### config.mk
export PLATFORM = sky130hd
export DESIGN_NAME = sdlc_idle_seq
export DESIGN_NICKNAME = d
export VERILOG_FILES = /design/src/rtl/sdlc_idle_pkg.sv /design/src/rtl/sdlc_idle_bitctr.sv /design/src/rtl/sdlc_idle_pick.sv /design/src/rtl/sdlc_idle_shifter.sv /design/src/rtl/sdlc_idle_seq.sv
export SDC_FILE = /design/constraint.sdc
export NUM_CORES = 1
export LEC_CHECK = 0
export ABC_AREA = 1
export CORE_ASPECT_RATIO = 1.25
export CORE_UTILIZATION = 35
export DETAILED_ROUTE_END_ITERATION = 12
export PLACE_DENSITY = 0.58
export SYNTH_ARGS = -nofsm -noshare
export SYNTH_HDL_FRONTEND = slang
export SYNTH_HIERARCHICAL = 1
export SYNTH_SLANG_ARGS = --single-unit
### constraint.sdc
create_clock -name clk -period 2.3 [get_ports clk]
set_clock_uncertainty 0.15 [all_clocks]
set_input_delay 0.46 -clock clk [delete_from_list [all_inputs] [get_ports clk]]
set_output_delay 0.46 -clock clk [all_outputs]
set_load 0.02 [all_outputs]
### src/rtl/sdlc_idle_pkg.sv
package sdlc_idle_pkg;
   localparam logic [7:0] FLAG_PAT = 8'h7E;
   localparam logic [7:0] MARK_PAT = 8'hFF;

   typedef enum logic [0:0] {
      ST_IDLE  = 1'b0,
      ST_FRAME = 1'b1
   } seq_st_t;
endpackage

### src/rtl/sdlc_idle_bitctr.sv
module sdlc_idle_bitctr #(
   parameter int BYTE_W = 8,
   localparam int CNT_W = (BYTE_W > 1) ? $clog2(BYTE_W) : 1
) (
   input  logic clk,
   input  logic rst_n,
   output logic boundary
);
   localparam logic [CNT_W-1:0] LAST = CNT_W'(BYTE_W - 1);

   logic [CNT_W-1:0] cnt_q;

   always_ff @(posedge clk) begin
      if (!rst_n)            cnt_q <= '0;
      else if (cnt_q == LAST) cnt_q <= '0;
      else                   cnt_q <= cnt_q + 1'b1;
   end

   assign boundary = (cnt_q == LAST);
endmodule

### src/rtl/sdlc_idle_pick.sv
module sdlc_idle_pick
   import sdlc_idle_pkg::*;
#(
   parameter int BYTE_W = 8
) (
   input  logic              clk,
   input  logic              rst_n,
   input  logic              boundary,
   input  logic              mark_idle,
   input  logic              loop_mode,
   input  logic              data_valid,
   input  logic [BYTE_W-1:0] data_byte,
   input  logic              frame_end,
   output logic [BYTE_W-1:0] next_byte,
   output logic              data_ready,
   output logic              in_frame
);
   seq_st_t st_q, st_d;
   logic    end_pend_q;
   logic    close_now;
   logic    mark_eff;

   assign mark_eff = mark_idle & ~loop_mode;

   always_comb begin
      st_d      = st_q;
      next_byte = FLAG_PAT;
      close_now = 1'b0;
      unique case (st_q)
         ST_IDLE: begin
            if (data_valid && !mark_eff) begin
               next_byte = FLAG_PAT;
               st_d      = ST_FRAME;
            end else begin
               next_byte = mark_eff ? MARK_PAT : FLAG_PAT;
            end
         end
         ST_FRAME: begin
            if (data_valid) begin
               next_byte = data_byte;
            end else if (end_pend_q) begin
               next_byte = FLAG_PAT;
               close_now = 1'b1;
               st_d      = ST_IDLE;
            end else begin
               next_byte = FLAG_PAT;
            end
         end
         default: st_d = ST_IDLE;
      endcase
   end

   always_ff @(posedge clk) begin
      if (!rst_n) begin
         st_q       <= ST_IDLE;
         end_pend_q <= 1'b0;
      end else begin
         if (boundary) st_q <= st_d;
         if (boundary && close_now)           end_pend_q <= 1'b0;
         else if (frame_end && st_q == ST_FRAME) end_pend_q <= 1'b1;
      end
   end

   assign data_ready = boundary && (st_q == ST_FRAME);
   assign in_frame   = (st_q == ST_FRAME);
endmodule

### src/rtl/sdlc_idle_shifter.sv
module sdlc_idle_shifter
   import sdlc_idle_pkg::*;
#(
   parameter int BYTE_W    = 8,
   parameter bit LSB_FIRST = 1'b1
) (
   input  logic              clk,
   input  logic              rst_n,
   input  logic              load,
   input  logic [BYTE_W-1:0] din,
   output logic              sout,
   output logic              strobe
);
   logic [BYTE_W-1:0] sh_q;

   generate
      if (LSB_FIRST) begin : g_lsb
         always_ff @(posedge clk) begin
            if (!rst_n)    sh_q <= FLAG_PAT;
            else if (load) sh_q <= din;
            else           sh_q <= {1'b1, sh_q[BYTE_W-1:1]};
         end
         assign sout = sh_q[0];
      end else begin : g_msb
         always_ff @(posedge clk) begin
            if (!rst_n)    sh_q <= FLAG_PAT;
            else if (load) sh_q <= din;
            else           sh_q <= {sh_q[BYTE_W-2:0], 1'b1};
         end
         assign sout = sh_q[BYTE_W-1];
      end
   endgenerate

   always_ff @(posedge clk) begin
      if (!rst_n) strobe <= 1'b0;
      else        strobe <= load;
   end
endmodule

### src/rtl/sdlc_idle_seq.sv
module sdlc_idle_seq
   import sdlc_idle_pkg::*;
#(
   parameter int BYTE_W    = 8,
   parameter bit LSB_FIRST = 1'b1
) (
   input  logic              clk,
   input  logic              rst_n,
   input  logic              mark_idle,
   input  logic              loop_mode,
   input  logic              data_valid,
   input  logic [BYTE_W-1:0] data_byte,
   input  logic              frame_end,
   output logic              data_ready,
   output logic              ser_out,
   output logic              byte_strobe
);
   generate
      if (BYTE_W != 8) begin : g_bad_width
         $error("sdlc_idle_seq: BYTE_W must be 8 to hold flag patterns");
      end
   endgenerate

   logic              load_en;
   logic              in_frame;
   logic [BYTE_W-1:0] pick_byte;

   sdlc_idle_bitctr #(.BYTE_W(BYTE_W)) ctr_i (
      .clk      (clk),
      .rst_n    (rst_n),
      .boundary (load_en)
   );

   sdlc_idle_pick #(.BYTE_W(BYTE_W)) pick_i (
      .clk        (clk),
      .rst_n      (rst_n),
      .boundary   (load_en),
      .mark_idle  (mark_idle),
      .loop_mode  (loop_mode),
      .data_valid (data_valid),
      .data_byte  (data_byte),
      .frame_end  (frame_end),
      .next_byte  (pick_byte),
      .data_ready (data_ready),
      .in_frame   (in_frame)
   );

   sdlc_idle_shifter #(.BYTE_W(BYTE_W), .LSB_FIRST(LSB_FIRST)) shf_i (
      .clk    (clk),
      .rst_n  (rst_n),
      .load   (load_en),
      .din    (pick_byte),
      .sout   (ser_out),
      .strobe (byte_strobe)
   );
endmodule

# After elaboration in Yosys (flattened, before gate mapping)
# Index checks and enable logic that the tools add are counted.
[totals] register_bits=14 in_bits=14 output_inout_bits=3 wordCells=30
[op_classes] addsub=1 eq_ne=1 muxes=12 bitwise_logic=4 n_reduce_logical=7
[op_table] op="8-bit two-way mux" count=4
[op_table] op="8-bit case mux with 2 select lines" count=1
[op_table] op="1-bit two-way mux" count=6
[op_table] op="1-bit logical AND" count=4
[op_table] op="2-bit OR reduction" count=2
[op_table] op="3-bit by 1-bit adder with 3-bit output (second input constant)" count=1
[op_table] op="3-bit == test (second input constant)" count=1
[op_table] op="1-bit NOT" count=3
[op_table] op="1-bit case mux with 2 select lines" count=1
[op_table] op="1-bit AND" count=1
[op_table] op="1-bit logical NOT" count=1

# Longest topological paths before layout
# Gate-level depths: netlist of run 1.
[depth] depth_word=7 depth_mapped=7 mapped_depth_nobuf=7

# Cells and area by module
# The synthesis of run 1 kept the hierarchy.
[by_module_without_submodules] module="sdlc_idle_shifter" n_inst=1 cells_per_inst=38 area_each_um2=309.0 seq_area_each_um2=180.2
[by_module_without_submodules] module="sdlc_idle_pick" n_inst=1 cells_per_inst=28 area_each_um2=171.4 seq_area_each_um2=40.0
[by_module_without_submodules] module="sdlc_idle_bitctr" n_inst=1 cells_per_inst=12 area_each_um2=113.9 seq_area_each_um2=60.1

# Worst setup path after synthesis of run 1
# OpenSTA, ideal clock, no wires.
[synth_timing] kind="reg2out" startpoint="reg ctr_i.cnt_q[0]" endpoint="out data_ready" arrival_ns=0.916 t_required_ns=1.690 slack_ns=0.774 path_stages_with_launch=5 n_path_buf=0 path_cell_list="dfxtp_1 ha_1 ha_1 nand2_1 inv_1"
[synth_via] elab_chain_len=2
[synth_lines] item="start, declared" line="sdlc_idle_bitctr.sv:11" rtl="logic [CNT_W-1:0] cnt_q;"
[synth_lines] item="start signal, assigned" line="sdlc_idle_bitctr.sv:16" rtl="else cnt_q <= cnt_q + 1'b1;"
[synth_lines] item="3-bit == test" line="sdlc_idle_bitctr.sv:19" rtl="assign boundary = (cnt_q == LAST);"
[synth_lines] item="via load_en" line="sdlc_idle_seq.sv:24" rtl="logic load_en;"
[synth_lines] item="1-bit logical AND" line="sdlc_idle_pick.sv:64" rtl="assign data_ready = boundary && (st_q == ST_FRAME);"
[synth_lines] item="end, declared" line="sdlc_idle_seq.sv:14" rtl="output logic data_ready,"
# The timed path passes the listed nets, and every way through them passes these cells.

# Worst setup path after layout of run 1
# Same ends and word-level chain as after synthesis.

==> results of run 1 <==
==> registers in the layout (all words and copies together) (netlist names) <==
name and flops:
shf_i/sh_q 8, ctr_i/cnt_q 3, pick_i/end_pend_q 1, pick_i/in_frame 1, shf_i/strobe 1
==> critical path: cells and delay by family (launching register included) <==
| family | cells | cell delay, ps |
|---|---|---|
| flip-flops | 1 | 320 |
| adder cells (fa/ha/maj) | 2 | 390 |
| AND/OR/NAND/NOR | 1 | 80 |
| buffers and inverters | 2 | 230 |
==> layout by cell type, fill, tap and decap left out <==
cell,instances
clkbuf_8,1
clkbuf_4,3
inv_2,2
dlymetal6s2s_1,1
o21ai_1,1
inv_1,8
buf_4,1
nand2_1,23
nor2_1,6
nand3_2,1
nand3_1,8
o21a_1,1
or2_1,6
a21oi_1,1
nand2_2,2
ha_1,2
clkdlybuf4s50_1,15
dfxtp_1,14
a21oi_2,1
==> metal layers <==
layer  vias to the layer above  share of wire
met5                         -              0
met4                         0          0.010
met3                         2          0.052
met2                        11           0.52
met1                       235           0.42
li1                        275              -
==> through the flow <==
step | hold slack [ps] | setup WS, ps | std cells | instance area [um^2]
2_1_floorplan | 247 | 774 | 78 | 594
3_3_place_gp | 255 | 346 | 111 | 768
3_5_place_dp | 266 | 327 | 111 | 768
4_1_cts | 280 | 12.4 | 115 | 805
5_1_grt | 293 | 314 | 115 | 807
6_report | 274 | 397 | 115 | 807
==> worst min path at each step <==
stage	start	endpoint	slack (ps)	depth (start not counted)
6_report	ctr_i/cnt_q[0]$_SDFF_PP0_	ctr_i/cnt_q[0]$_SDFF_PP0_	270	1
5_1_grt	ctr_i/cnt_q[0]$_SDFF_PP0_	ctr_i/cnt_q[0]$_SDFF_PP0_	290	1
4_1_cts	ctr_i/cnt_q[0]$_SDFF_PP0_	ctr_i/cnt_q[0]$_SDFF_PP0_	280	1
3_5_place_dp	shf_i/sh_q[6]$_SDFF_PN1_	shf_i/sh_q[5]$_SDFF_PN1_	270	2
3_3_place_gp	ctr_i/cnt_q[0]$_SDFF_PP0_	ctr_i/cnt_q[0]$_SDFF_PP0_	250	1
2_1_floorplan	ctr_i/cnt_q[0]$_SDFF_PP0_	ctr_i/cnt_q[0]$_SDFF_PP0_	250	1
==> final cells by class <==
class,count,area share
Multi-Input combinational cell,52,0.322
Inverter,10,0.0465
Sequential cell,14,0.347
Timing Repair Buffer,17,0.211
Clock buffer,4,0.0450
Tap cell,18,0.0279
==> power by group through the flow <==
stage | clock network, mW | logic [mW] | registers (mW)
4_1_cts | 0.181 | 0.0493 | 0.256
3_3_place_gp | 0 | 0.0480 | 0.261
3_5_place_dp | 0 | 0.0488 | 0.261
6_report | 0.171 | 0.0487 | 0.255
2_1_floorplan | 0 | 0.0190 | 0.262
5_1_grt | 0.188 | 0.0540 | 0.256
==> logic make-up (layout without fill, tap and decap cells) <==
kind of cell / count (synthesis) / count (layout)
adder cells (fa/ha/maj): 2 / 2
flip-flops: 14 / 14
buffers and inverters: 12 / 31
AO/OA/AOI/OAI: 4 / 4
AND/OR/NAND/NOR: 46 / 46
==> key figures, run 1 <==
Cells and area
  • Area Overhead vs Synth: 35.8%
  • Layout Nets: 114
  • # fillers: 167
  • Ant. Diodes: 0
  • Area of the multi-input gates: ~260 um^2
  • Fin util: 0.510
  • Sequential Area: approximately 280 um^2
  • Layout cell share with drive strength beyond 1: 0.113

Place
  • Dpl hpwl: ~760 um
  • Port bufs: 16
  • GPL Wtd Cong: ~0.75

Clocking
  • Max Root-Sink Buffers: 2
  • Post-CTS sizing: 0
  • TritonCTS Buffers: 3
  • Clk pin slew, worst setup/hold paths: approximately 80 ps
  • Clock root buffer: clkbuf_4
  • H-tree depth: 1
  • CTS tree: built
  • Clk Latency, worst-skew pair: ~270 ps
  • Postcts setup bufs: 0
  • Hold Buf Count CTS: 0
  • CTS Sinks: 14

Global routing
  • First-pass GRT wire length: 1.71 mm
  • Largest net degree at the start of global routing: 14
  • Initial antenna violation count: 0
  • Met2 Use GR: 0.247
  • Total grt overflow: 0
  • GRT busiest layer: met2
  • GRT Total Usage: 0.141
  • Vias in the first global route: ~430
  • Met3 usage: 0.0698
  • Met1 Track Usage GR: 0.138

Critical path
  • CP Launch Type: register
  • R2R cell count: 5
  • Worst setup startpoint: ctr_i/cnt_q[0]$_SDFF_PP0_
  • CP Class: register to output port
  • Critical Path End Type: output port
  • R2r setup slk: ~940 ps
  • Crit path capture: data_ready
  • Crit path cell chain: ha_1 > ha_1 > nand2_1 > inv_1 > dlymetal6s2s_1
  • CP most frequent cell: ha_1
  • Worst Path Max Fanout: 2
  • Critical path's slowest cell: dfxtp_1
  • Worst EP required: around 1700 ps
  • R2r endpoint: shf_i/sh_q[7]$_SDFF_PN0_
  • WP data arrival: about 1300 ps
  • Crit-path max cell delay: around 320 ps
  • Worst reg2reg startpoint: ctr_i/cnt_q[0]$_SDFF_PP0_

Pwr
  • Part of the power in combinational logic: 0.103
  • Sw Pwr: around 0.097 mW
  • Switching Fraction: 0.205
  • Clock group share of total power: 0.360
  • Flop pwr share: 0.537
  • P_leak: 0.393 nW
  • Final Total Pwr: ~0.48 mW
  • Pwr dens: roughly 590 mW/mm^2
  • Max VDD drop: between 400 and 500 uV
  • Int Power: around 0.38 mW

Timing
  • Final Hold Vio Count: 0
  • Pins Over Slew Limit: 0
  • Final setup violation count: 0
  • RSZ-0062 raised after global routing: false
  • Slew margin rel.: 0.696
  • Crit share post-route: 0.827
  • Setup TNS: 0 ps
  • Final min period: 1900 ps
  • Least-Margin Pin Slew: ~450 ps
  • Achievable Freq: about 0.53 GHz

Worst hold path
  • Worst min path class: register to register

Logic synthesis
  • Yosys cell types: 16
  • Most frequent cells after synthesis: nand2_1 (23), dfxtp_1 (14), inv_1 (8), nand3_1 (8)
  • Main combinational cell family by area after synthesis: simple AND/OR/NAND/NOR gates
  • Mean Syn Cell Area: approximately 7.6 um^2
  • Post-synthesis cell count: 78
  • Async set-reset flop share out of synthesis: 0
  • XOR/XNOR Fraction of Synth Area: 0
  • Top post-synthesis cells by area: dfxtp_1 (47%), nand2_1 (15%), nand3_1 (6.7%)
  • Post-synthesis sequential area ratio: 0.472
  • Number of synthesized flops with an enable pin: 0
  • Synth top area share: 0.472
  • Post-synthesis instance area: a little under 600 um^2
  • Synthesized flop and latch total: 14
  • Adder-Cell Fraction of Synth Area: 0.0421
  • Syn nets: 94
  • Area leader, netlist: dfxtp_1
  • YS warnings: 6
  • Synth Area in Simple Gates: 0.352
  • Ys flop type: dfxtp_1
  • Synth Area in Compound Gates: 0.0442
  • Top-count cell post-synth: nand2_1
  • Mux contribution to synthesized area: 0

Drt
  • DR vias: approximately 520
  • Vias per inst: about 4.5
  • First drt pass iteration count: 2
  • Routed wire length: 1.10 mm
  • ANT nets after route: 0
  • Detailed-route wire length per cell: 9.56 um
  • Initial DRC Count: 4
  • DR DRC count: 0

Floorplan
  • Die Span X: around 39 um
  • Chip height: between 40 and 50 um
  • DIE AREA: 0.00187 mm^2
  • Initial Util: 0.376
  • Area of the core: between 0.0015 and 0.002 mm^2
  • I/O pin count: 17
  • Site row count: 16

Run
  • Max-cap viol count: 0

Run status
  • Run status: finished clean
No activity file was read; power rests on OpenSTA's default activity.
==> run 2: changes to the inputs <==
Clock period 2.3 ns to 1.8 ns, I/O delays scaled along.
==> run 2 against run 1 <==
  * Clock power up 27%
  * Cell count increased by 2.6%
  * Design area increased by 2.6%
  * Sequential power grew 28%
  * Critical path type unchanged
  * Largest power group unchanged
==> key figures, run 2 (synthesis gave the netlist of run 1 again) <==
Floorplan
  • Chip height: 48.1 um (unchanged)
  • I/O pin count: 17 (unchanged)
  • Die Span X: 38.9 um (unchanged)
  • DIE AREA: 0.00187 mm^2 (unchanged)
  • Area of the core: 0.00158 mm^2 (unchanged)
  • Initial Util: 0.376 (unchanged)
  • Site row count: 16 (unchanged)

Critical path
  • Crit path buffers/inverters: 2 (unchanged)
  • Crit path cell chain: ha_1 > ha_2 > nand2_1 > inv_1 > buf_4 (was ha_1 > ha_1 > nand2_1 > inv_1 > dlymetal6s2s_1)
  • CP Class: register to output port (unchanged)
  • Family with the most delay on the worst path: adder cells (unchanged)
  • Worst Path Max Fanout: 2 (unchanged)
  • R2r setup slk: 460 ps (was 940 ps)
  • Worst EP required: 1290 ps (was 1690 ps)
  • Worst setup startpoint: ctr_i/cnt_q[0]$_SDFF_PP0_ (unchanged)
  • Critical path's slowest cell: dfxtp_2 (was dfxtp_1)
  • Worst reg2reg startpoint: ctr_i/cnt_q[0]$_SDFF_PP0_ (unchanged)
  • Crit-path max cell delay: 330 ps (was 320 ps)
  • WP data arrival: 1220 ps (was 1290 ps)
  • CP Launch Type: register (unchanged)
  • Critical Path End Type: output port (unchanged)

Drt
  • Detailed-route wire length per cell: 9.01 um (was 9.56 um)
  • Vias per inst: 4.57 (was 4.55)
  • Initial DRC Count: 9 (was 4)
  • DR vias: 539 (was 523)
  • First drt pass iteration count: 4 (was 2)
  • DR DRC count: 0 (unchanged)
  • Routed wire length: 1.06 mm (was 1.10 mm)
  • ANT nets after route: 0 (unchanged)

Timing
  • Final Hold Vio Count: 0 (unchanged)
  • Slew margin rel.: 0.860 (was 0.696)
  • RSZ-0062 raised after global routing: false (unchanged)
  • Crit share post-route: 0.959
  • Final setup violation count: 0 (unchanged)
  • Setup TNS: 0 ps (unchanged)
  • Pins Over Slew Limit: 0 (unchanged)
  • Least-Margin Pin Slew: 209 ps (was 454 ps)
  • Final min period: between 1500 and 2000 ps
  • Achievable Freq: around 0.58 GHz

Cells and area
  • Layout cell share with drive strength beyond 1: 0.170 (was 0.113)
  • Layout Nets: 117 (was 114)
  • Ant. Diodes: 0 (unchanged)
  • Commonest non-fill, non-tap cell in the layout: nand2_1 (unchanged)
  • Area Overhead vs Synth: 39.4% (was 35.8%)
  • Fin util: 0.524 (was 0.510)
  • Fin cells: 118 (was 115)
  • Biggest regs: shf_i/sh_q x8, ctr_i/cnt_q x3 (unchanged)
  • Max reg flops: 8 (unchanged)
  • # fillers: 161 (was 167)
  • Top reg by flops: shf_i/sh_q (unchanged)
  • Most frequent cells in the layout: nand2_1 (23), clkdlybuf4s50_1 (15), dfxtp_1 (13) (was nand2_1 (23), clkdlybuf4s50_1 (15), dfxtp_1 (14))

Clocking
  • CTS Sinks: 14 (unchanged)
  • TritonCTS Buffers: 3 (unchanged)
  • Clk pin slew, worst setup/hold paths: 80 ps (about the same)
  • Clk Latency, worst-skew pair: 270 ps (about the same)
  • CTS tree: built (unchanged)
  • Max Root-Sink Buffers: 2 (unchanged)
  • H-tree depth: 1 (unchanged)
  • Hold Buf Count CTS: 0 (unchanged)
  • Clock root buffer: clkbuf_4 (unchanged)

Place
  • Dpl cells: 114 (was 111)
  • Dpl hpwl: 792 um (was 762 um)
  • GPL Wtd Cong: 0.758 (was 0.749)
  • Port bufs: 16 (unchanged)

Worst hold path
  • HP Start: ctr_i/cnt_q[0]$_SDFF_PP0_ (unchanged)
  • Worst min path class: register to register (unchanged)

Global routing
  • First-pass GRT wire length: 1.70 mm (was 1.71 mm)
  • Vias in the first global route: 443 (was 433)
  • Total grt overflow: 0 (unchanged)
  • GRT Total Usage: 0.137 (was 0.141)
  • Initial antenna violation count: 0 (unchanged)
  • Largest net degree at the start of global routing: 14 (unchanged)

Pwr
  • P_leak: 0.389 nW (was 0.393 nW)
  • Pwr dens: 736 mW/mm^2 (was 589 mW/mm^2)
  • Max VDD drop: 434 uV (was 494 uV)

Run
  • Max-cap viol count: 0 (unchanged)

Run status
  • Run status: finished clean (unchanged)
-- run 2: cell types whose count changed in the layout (fill, tap and decap cells not counted) --
cell and delta:
buf_4 +4, dfxtp_1 -1, dfxtp_2 +1, dlymetal6s2s_1 -1, ha_1 -1, ha_2 +1
-- run 2: what timing repair did --
action                                  CTS  global route
buffers inserted                          0             0
gates resized for setup                   4             3
endpoints found under the setup margin    1             1
pin swaps                                 0             1
-- run 2: routing by layer --
| layer | up-vias | global-route usage | wire, um | share of wire |
|---|---|---|---|---|
| met5 | - | 0 | 0 | 0 |
| met4 | 0 | 0.0828 | 14 | 0.013 |
| met3 | 2 | 0.0419 | 32 | 0.030 |
| met2 | 7 | 0.223 | 534 | 0.50 |
| met1 | 246 | 0.155 | 482 | 0.45 |
| li1 | 284 | - | - | - |
-- run 2: cell type report --
type                       instances  area [um^2]  share of cell area
sequential                        14          282               0.340
inverter                          10         37.5              0.0453
clock buffer                       4         36.3              0.0438
multi-input combinational         52          263               0.317
tap                               18         22.5              0.0272
timing repair buffer              20          188               0.227
-- run 2: power by group --
group | internal [mW] | switching, mW | leakage, nW
Clock | 0.123 | 0.0952 | 0.0210
Sequential | 0.322 | 0.00351 | 0.115
Combinational | 0.0408 | 0.0249 | 0.253
Total | 0.486 | 0.124 | 0.389
-- run 2: path summary, 6_finish.rpt --
check,end,cells past startpoint
min reg2reg,ctr_i/cnt_q[0]$_SDFF_PP0_,1
max,data_ready,5
max reg2reg,shf_i/sh_q[7]$_SDFF_PN0_,5
min,ctr_i/cnt_q[0]$_SDFF_PP0_,1
-- run 2: worst register-to-register path, cell delays in order (launching register included) --
cell and delay [ps]:
dfxtp_2 330, ha_1 140, ha_2 170, buf_4 190, inv_2 90, o21a_1 170
-- run 2: metrics by stage --
stage               total power, mW  cell area, um^2  setup slack, ps  hold slack [ps]
floorplan                     0.359              594              374              247
global placement              0.398              791            -43.9              254
detailed placement            0.400              791            -60.6              265
CTS                           0.620              822             21.0              277
global route                  0.641              828             17.6              261
finish                        0.610              828             74.0              249
==> run 3: changes to the inputs <==
Settings changed: HOLD_SLACK_MARGIN set to 0.03, TNS_END_PERCENT set to 1.
==> results of run 3 <==
Same layout as run 2: the final DEF is identical, and so are final timing and power.
